$ cat src/rtl/uart_tx_pkg.sv
package uart_tx_pkg;

    localparam int DATA_MAX  = 8;
    localparam int FRAME_MAX = 12;
    localparam int LEN_W     = 4;

    typedef enum logic [1:0] {
        RATE_1200 = 2'd0,
        RATE_2400 = 2'd1,
        RATE_4800 = 2'd2,
        RATE_9600 = 2'd3
    } rate_sel_e;

    typedef struct packed {
        logic       eight;
        logic       par_en;
        logic       par_odd;
        logic       two_stop;
        logic [1:0] rate;
    } tx_cfg_t;

    typedef struct packed {
        logic [FRAME_MAX-1:0] bits;
        logic [LEN_W-1:0]     len;
    } frame_t;

    function automatic int unsigned rate_bps(logic [1:0] sel);
        return 32'd1200 << sel;
    endfunction

    function automatic int unsigned rate_div(int unsigned clk_hz, logic [1:0] sel);
        int unsigned r;
        r = rate_bps(sel);
        return (clk_hz + r / 2) / r;
    endfunction

endpackage

$ cat src/rtl/uart_tx_framer.sv
module uart_tx_framer
    import uart_tx_pkg::*;
(
    input  logic [DATA_MAX-1:0] data,
    input  tx_cfg_t             cfg,
    output frame_t              frame
);

    logic [LEN_W-1:0]     n_data;
    logic [LEN_W-1:0]     pos;
    logic [DATA_MAX-1:0]  masked;
    logic                 par_bit;
    logic [FRAME_MAX-1:0] f;

    always_comb begin
        n_data  = cfg.eight ? LEN_W'(8) : LEN_W'(7);
        masked  = cfg.eight ? data : {1'b0, data[DATA_MAX-2:0]};
        par_bit = (^masked) ^ cfg.par_odd;
        f       = '1;
        f[0]    = 1'b0;
        for (int i = 0; i < DATA_MAX; i++) begin
            if (i < int'(n_data)) begin
                f[1 + i] = data[i];
            end
        end
        pos = LEN_W'(1) + n_data;
        if (cfg.par_en) begin
            f[pos] = par_bit;
            pos    = pos + LEN_W'(1);
        end
        frame.bits = f;
        frame.len  = pos + (cfg.two_stop ? LEN_W'(2) : LEN_W'(1));
    end

endmodule

$ cat src/rtl/uart_tx_rate_gen.sv
module uart_tx_rate_gen
    import uart_tx_pkg::*;
#(
    parameter int unsigned CLK_HZ = 50_000_000,
    parameter int          CNT_W  = 16
) (
    input  logic       clk,
    input  logic       rst,
    input  logic       start,
    input  logic [1:0] sel,
    input  logic       run,
    output logic       tick
);

    logic [CNT_W-1:0] div_tab [4];
    logic [CNT_W-1:0] div_q;
    logic [CNT_W-1:0] cnt_q;

    for (genvar g = 0; g < 4; g++) begin : g_div
        assign div_tab[g] = CNT_W'(rate_div(CLK_HZ, 2'(g)));
    end

    always_ff @(posedge clk) begin
        if (rst) begin
            div_q <= '0;
            cnt_q <= '0;
        end else if (start) begin
            div_q <= div_tab[sel];
            cnt_q <= div_tab[sel] - CNT_W'(1);
        end else if (run) begin
            if (cnt_q == '0) begin
                cnt_q <= div_q - CNT_W'(1);
            end else begin
                cnt_q <= cnt_q - CNT_W'(1);
            end
        end
    end

    assign tick = run && (cnt_q == '0);

    // the down-counter stays inside the latched bit period while a frame runs
    a_r6_cnt_bound: assert property (@(posedge clk) disable iff (rst)
        run && !start |-> cnt_q < div_q);

    // a tick reloads the period counter for the next bit
    a_r6_reload: assert property (@(posedge clk) disable iff (rst)
        tick && !start |=> cnt_q == div_q - CNT_W'(1));

endmodule

$ cat src/rtl/uart_tx_shifter.sv
module uart_tx_shifter
    import uart_tx_pkg::*;
(
    input  logic   clk,
    input  logic   rst,
    input  logic   load,
    input  frame_t frame,
    input  logic   tick,
    output logic   tx,
    output logic   busy
);

    logic [FRAME_MAX-1:0] sh_q;
    logic [LEN_W-1:0]     left_q;

    always_ff @(posedge clk) begin
        if (rst) begin
            sh_q   <= '1;
            left_q <= '0;
            tx     <= 1'b1;
            busy   <= 1'b0;
        end else if (load) begin
            sh_q   <= {1'b1, frame.bits[FRAME_MAX-1:1]};
            tx     <= frame.bits[0];
            left_q <= frame.len;
            busy   <= 1'b1;
        end else if (busy && tick) begin
            if (left_q == LEN_W'(1)) begin
                busy   <= 1'b0;
                tx     <= 1'b1;
                left_q <= '0;
            end else begin
                tx     <= sh_q[0];
                sh_q   <= {1'b1, sh_q[FRAME_MAX-1:1]};
                left_q <= left_q - LEN_W'(1);
            end
        end
    end

    // idle line is high
    a_r1_idle_high: assert property (@(posedge clk) disable iff (rst)
        !busy |-> tx);

    // the frame ends only on a bit boundary
    a_r9_fall_on_tick: assert property (@(posedge clk) disable iff (rst)
        $fell(busy) |-> $past(tick));

    // between bit boundaries the line and the pending bits hold
    a_r8_hold_between_ticks: assert property (@(posedge clk) disable iff (rst)
        busy && !tick |=> $stable(tx) && $stable(sh_q) && busy);

    // remaining bit count never exceeds the largest frame
    a_r9_len_bound: assert property (@(posedge clk) disable iff (rst)
        left_q <= LEN_W'(FRAME_MAX));

endmodule

$ cat src/rtl/uart_tx_top.sv
module uart_tx_top
    import uart_tx_pkg::*;
#(
    parameter int unsigned CLK_HZ = 50_000_000
) (
    input  logic       clk,
    input  logic       rst,
    input  logic       wr_en,
    input  logic [7:0] wr_data,
    input  logic       cfg_eight_bits,
    input  logic       cfg_par_en,
    input  logic       cfg_par_odd,
    input  logic       cfg_two_stop,
    input  logic [1:0] cfg_baud_sel,
    output logic       tx_line,
    output logic       busy
);

    localparam int CNT_W = $clog2(rate_div(CLK_HZ, 2'd0) + 1);

    tx_cfg_t cfg_in;
    frame_t  frame;
    logic    accept;
    logic    tick;

    assign cfg_in = '{eight:    cfg_eight_bits,
                      par_en:   cfg_par_en,
                      par_odd:  cfg_par_odd,
                      two_stop: cfg_two_stop,
                      rate:     cfg_baud_sel};

    assign accept = wr_en && !busy;

    uart_tx_framer u_framer (
        .data  (wr_data),
        .cfg   (cfg_in),
        .frame (frame)
    );

    uart_tx_rate_gen #(
        .CLK_HZ (CLK_HZ),
        .CNT_W  (CNT_W)
    ) u_rate (
        .clk   (clk),
        .rst   (rst),
        .start (accept),
        .sel   (cfg_baud_sel),
        .run   (busy),
        .tick  (tick)
    );

    uart_tx_shifter u_shift (
        .clk   (clk),
        .rst   (rst),
        .load  (accept),
        .frame (frame),
        .tick  (tick),
        .tx    (tx_line),
        .busy  (busy)
    );

    // an accepted write starts with a low start bit and raises busy
    a_r2_start_bit: assert property (@(posedge clk) disable iff (rst)
        accept |=> busy && !tx_line);

    // a strobe during a frame never restarts it
    a_r7_no_restart: assert property (@(posedge clk) disable iff (rst)
        busy && wr_en && !tick |=> busy && $stable(tx_line));

endmodule

$ cat config.mk
export PLATFORM = sky130hd
export DESIGN_NAME = uart_tx_top
export DESIGN_NICKNAME = d
export VERILOG_FILES = /design/src/rtl/uart_tx_pkg.sv /design/src/rtl/uart_tx_framer.sv /design/src/rtl/uart_tx_rate_gen.sv /design/src/rtl/uart_tx_shifter.sv /design/src/rtl/uart_tx_top.sv
export SDC_FILE = /design/constraint.sdc
export NUM_CORES = 1
export LEC_CHECK = 0
export BUFFER_PORTS_ARGS = -buffer_cell sky130_fd_sc_hd__buf_2
export CORE_UTILIZATION = 60
export CTS_CLUSTER_DIAMETER = 60
export DETAILED_ROUTE_END_ITERATION = 8
export GPL_TIMING_DRIVEN = 0
export PLACE_DENSITY = 0.85
export SETUP_SLACK_MARGIN = 0.15
export SLEW_MARGIN = 20
export SYNTH_ARGS = -nofsm -noshare
export SYNTH_HDL_FRONTEND = slang
export SYNTH_SLANG_ARGS = --single-unit
$ cat constraint.sdc
create_clock -name clk -period 5.6 [get_ports clk]
set_input_delay 1.12 -clock clk [delete_from_list [all_inputs] [get_ports clk]]
set_output_delay 1.12 -clock clk [all_outputs]
set_load 0.02 [all_outputs]
After elaboration in Yosys (flattened, before gate mapping)
Index checks and enable logic that the tools add are counted.
- bits in registers: 49
- latch bits: 0
- bits in writable memories: 0
- bits in read-only memories: 0
- word-level logic and storage cells: 74
- memories kept: 0
- add/sub/neg operators: 7
- multiply operators: 0
- divide/modulo/power cells: 0
- $lt $le $gt $ge: 11
- equal/unequal tests: 2
- shift operators: 0
- multiplexer cells: 34
- bitwise gates (word level): 2
- reductions and logical operators: 12
- operators with widths (cell ; count):
    $mux 16 ; 5
    $sub 16x1->16 const B ; 3
    $mux 11 ; 3
    $bmux 16 s2 ; 1
    $mux 4 ; 5
    $logic_not 16->1 ; 1
    $lt 3x4->1 const A ; 4
    $mux 1 ; 15
    $bwmux 12 ; 1
    $mux 12 ; 1
    $lt 1x4->1 const A ; 2
    $lt 2x4->1 const A ; 2
    $mux 8 ; 1
    $reduce_xor 8->1 ; 1
    $reduce_bool 2->1 ; 3
    $lt 4x5->1 const B ; 1
    $add 1x4->4 const A ; 1
    $add 4x1->4 const B ; 1
    $add 4x4->4 ; 1
    $demux 1 s4 ; 1
    $eq 4x1->1 const B ; 1
    $ge 4x1->1 const B ; 1
    $logic_and 1x1->1 ; 4
    $reduce_and 2->1 ; 2
    other kinds (7) ; 7

Depth between registers and ports, before layout
- depth after elaboration: 9
- gate-level depth with buffers: 12

By module
From an unflattened synthesis, not the netlist that was laid out.
- cells, all modules: 342
- area, all modules: 2741.4 µm²
- modules (own cells, without submodules) (module ; times used ; cells an instance ; area an instance (µm²)):
    uart_tx_rate_gen ; 1 ; 203 ; 1632.8
    uart_tx_shifter ; 1 ; 107 ; 860.8
    uart_tx_framer ; 1 ; 31 ; 234.0
    uart_tx_top ; 1 ; 1 ; 13.8

Worst setup path before layout
Ideal clock, no wire load.
- path kind: input to register
- start point: input port cfg_baud_sel[0]
- end point: register u_rate.cnt_q[12]
- library setup time: 0.079 ns
- data arrival time: 2.939 ns
- slack: 2.582 ns
- stages: 10
- cell sequence: inv_1 ha_1 or3b_1 o21ai_0 ha_1 o2111ai_2 nor4_4 nand3b_1 xor2_1 a211oi_2
- word-level cells in the longest chain between the ends: 6
- ends and longest elaborated chain (what ; RTL line ; RTL):
    start, declared ; uart_tx_top.sv:14 ; input logic [1:0] cfg_baud_sel,
    $not 2->3 (not written as such) ; uart_tx_rate_gen.sv:29 ; cnt_q <= div_tab[sel] - CNT_W'(1);
    $bmux 16 s2 ; uart_tx_rate_gen.sv:29 ;
    $mux 16 (not written as such) (2 in series) ; uart_tx_rate_gen.sv:29 ;
    $sub 16x1->16 ; uart_tx_rate_gen.sv:29 ;
    $mux 16 ; uart_tx_rate_gen.sv:27 ; end else if (start) begin
    end signal, assigned ; uart_tx_rate_gen.sv:29 ;
    end signal, assigned ; uart_tx_rate_gen.sv:32 ; cnt_q <= div_q - CNT_W'(1);
    end signal, assigned ; uart_tx_rate_gen.sv:34 ; cnt_q <= cnt_q - CNT_W'(1);
    end, declared ; uart_tx_rate_gen.sv:17 ; logic [CNT_W-1:0] cnt_q;
Every way passes these cells. The select of a mux whose other input is x is not followed.
A chain may end at the register's enable or synchronous reset.

Worst setup path in the final report
- start point: input port cfg_baud_sel[0]
- end point: register u_rate.cnt_q[14]
Same word-level chain as after synthesis.

==> results.json <==
{
  "cts_root_buffer": "clkbuf_8",
  "clock.fmax_mhz": 311,
  "htree_levels": 2,
  "gp_congestion": 0.878,
  "wl_met1_um": 2770,
  "grt_pass1_wl_um": 10100,
  "drt_iter0_drc": 191,
  "synth_warnings": 0,
  "hold_buffers": 0,
  "fin_util": 0.698,
  "core_mm2": 0.00409,
  "dpl-instance-area_mm2": 0.00277,
  "post_cts_buffers": 0,
  "wl_per_cell_um": 16.5,
  "multi_input_area_mm2": 0.00165,
  "die_area_mm2": 0.00464,
  "synth-main-ff-cell": "dfxtp_1",
  "dpl.hpwl_um": 4650,
  "syn_inst": 308,
  "grt_pass1_vias": 2206,
  "drcViolationCount": 0,
  "clkLatencyLatePin_ns": 0.30,
  "r2r_cells": 11,
  "dr.pass1.iters": 4,
  "cts.sinks": 41,
  "antenna_found_initial": 0,
  "hold_viol_final": 0,
  "finalSetupTns_ns": 0,
  "p_leak_uw": 0.00113,
  "min_path_type": "register to register",
  "required_ns": 5.82,
  "setup_violations": 0,
  "clock-skew-final_ns": 0.00349,
  "fp-row-count": 23,
  "ys_async_sr_fraction": 0,
  "synth_area_per_cell_um2": 8.52,
  "syn-cell-area_mm2": 0.00262,
  "ant_nets": 0,
  "diodes": 0,
  "r2r-end": "u_rate.cnt_q[14]",
  "critPathKind": "input port to register",
  "status": "complete, no violations",
  "die_h_um": 68.1,
  "whs_ns": 0.461,
  "end_kind": "register",
  "routed.top_layer": "met4",
  "rsz0062_at_grt": "false",
  "ys_types": 63,
  "io_buffers": 17,
  "synth-seq-cells": 41,
  "via_per_inst": 6.07,
  "ff_latch_area_um2": 821,
  "overflow": 0,
  "worstHoldEndpoint": "u_rate.div_q[12]",
  "finalCriticalPeriod_ns": 3.22,
  "cap_violations": 0,
  "fillers": 337,
  "fin_crit_sh": 0.574,
  "cp_max_fo": 6,
  "relSlewSlack": 0.528,
  "wirelength_um": 6330,
  "peakVddDrop_v": 0.000194,
  "worstMarginPinSlew_ns": 0.707,
  "cts.clk_slew.worst_paths_ns": 0.08,
  "fin_area_mm2": 0.00285,
  "initial_core_util": 0.642,
  "grtUsageTotal": 0.297,
  "whs_path_depth": 2,
  "fp.dieW_um": 68.1,
  "wl_met2_um": 3050,
  "dr_wl_met3_um": 397,
  "layout-drive-gt1-share": 0.186,
  "synth_edf_count": 0,
  "pin_count": 19,
  "arrival_ns": 3.44,
  "vias": 2326,
  "post_cts_resized": 0,
  "seq_area_frac_synth": 0.313,
  "cts_buffers": 5,
  "final_nets": 359,
  "regToRegStartpoint": "u_shift.busy",
  "hold_start": "u_rate.div_q[12]",
  "syn_to_final_growth_pct": 8.77,
  "cts_tree": "done",
  "grt_max_degree": 13,
  "power_density_mw_per_mm2": 266,
  "ff2ff_setup_slack_ns": 2.96,
  "clk_path_buf_depth": 2,
  "postSynthNetCount": 335,
  "start_kind": "input port",
  "drv_slew": 0
}
-- registers in the layout (all words and copies together), names as in the netlist --
signal,cells
u_rate.cnt_q,16
u_shift.left_q,4
u_shift.tx,1
u_rate.div_q,10
u_shift.busy,1
u_shift.sh_q,9
-- metrics by stage --
stage          std cells  setup WS, ns  power [µW]
2_1_floorplan        308          2.58         517
3_3_place_gp         375          2.16         561
3_5_place_dp         375          2.11         569
4_1_cts              383          2.41         757
5_1_grt              383          2.21         795
6_report             383          2.38         760
-- synthesized netlist by cell type (7+ instances only) --
library cell	count	share of area
xor2_1	7	0.023
nand2b_1	10	0.024
nand3_1	12	0.023
nor2_1	28	0.040
dfxtp_1	41	0.31
inv_1	9	0.013
xnor2_1	13	0.043
a21oi_1	15	0.029
o21ai_0	19	0.036
clkbuf_1	11	0.016
ha_1	9	0.043
nand2_1	47	0.067
a211oi_1	12	0.034
-- where the power goes --
group          internal [µW]  total (µW)  switching (µW)
sequential               317         345            27.3
combinational           93.7         222             128
clock                   86.5         194             107
total                    497         760             263
-- metal layers --
metal	track usage	vias up
met3	0.0567	13
li1	-	1136
met1	0.378	1104
met4	0.104	0
met5	0	-
met2	0.495	73
-- cell families (layout without fill, tap and decap cells) --
group | count (synthesis) | after routing | synth area share
XOR/XNOR | 20 | 20 | 0.0668
AO/OA/AOI/OAI | 83 | 83 | 0.234
AND/OR/NAND/NOR | 124 | 124 | 0.269
flip-flops | 41 | 41 | 0.313
adder cells (fa/ha/maj) | 10 | 10 | 0.0505
buffers and inverters | 28 | 53 | 0.0586
multiplexers | 2 | 2 | 0.00763
-- how the worst max path moves through the flow --
stage,cells past startpoint,endpoint,start
2_1_floorplan,10,u_rate.cnt_q[12],cfg_baud_sel[0]
3_3_place_gp,11,u_rate.cnt_q[12],cfg_baud_sel[0]
3_5_place_dp,11,u_rate.cnt_q[14],cfg_baud_sel[0]
4_1_cts,11,u_rate.cnt_q[14],cfg_baud_sel[0]
5_1_grt,11,u_rate.cnt_q[14],cfg_baud_sel[0]
6_report,11,u_rate.cnt_q[14],cfg_baud_sel[0]
-- critical path: stages --
cell	delay (ns)
buf_2	0.15
inv_1	0.09
ha_1	0.24
or3b_1	0.43
o21ai_0	0.11
ha_1	0.26
o2111ai_2	0.21
nor4_4	0.29
nand3_1	0.16
xnor2_1	0.16
a211oi_1	0.21
-- placed cells by master, fill, tap and decap left out, types with 2 or more instances in the layout --
cell type  count
dfxtp_1       41
buf_4          2
o21ai_1        5
o21ai_2        2
nand3_1       12
nor3_1         2
o21ai_0       19
xor2_1         7
xnor2_1       13
o21a_1         2
a21oi_1       15
o211ai_2       2
nand2b_1      10
clkinv_2       2
a211oi_2       3
a211oi_1      12
buf_6          4
mux2i_1        2
a311oi_1       2
nand3b_1       2
ha_1           9
nor4_2         2
clkbuf_1      12
nand2_1       47
o211ai_1       2
clkbuf_8       6
inv_1          9
buf_2         18
a22oi_1        4
nor2_1        28
nor4_4         4
-- final cells by class --
cell class,instances,share of cell area
plain buffers,19,0.0421
clock buffers,6,0.0254
clock inverters,2,0.00351
inverters,9,0.0118
multi-input cells,239,0.578
flip-flops and latches,41,0.288
well taps,50,0.0219
repair buffers,17,0.0298
Power figures use the tool's default switching activity.
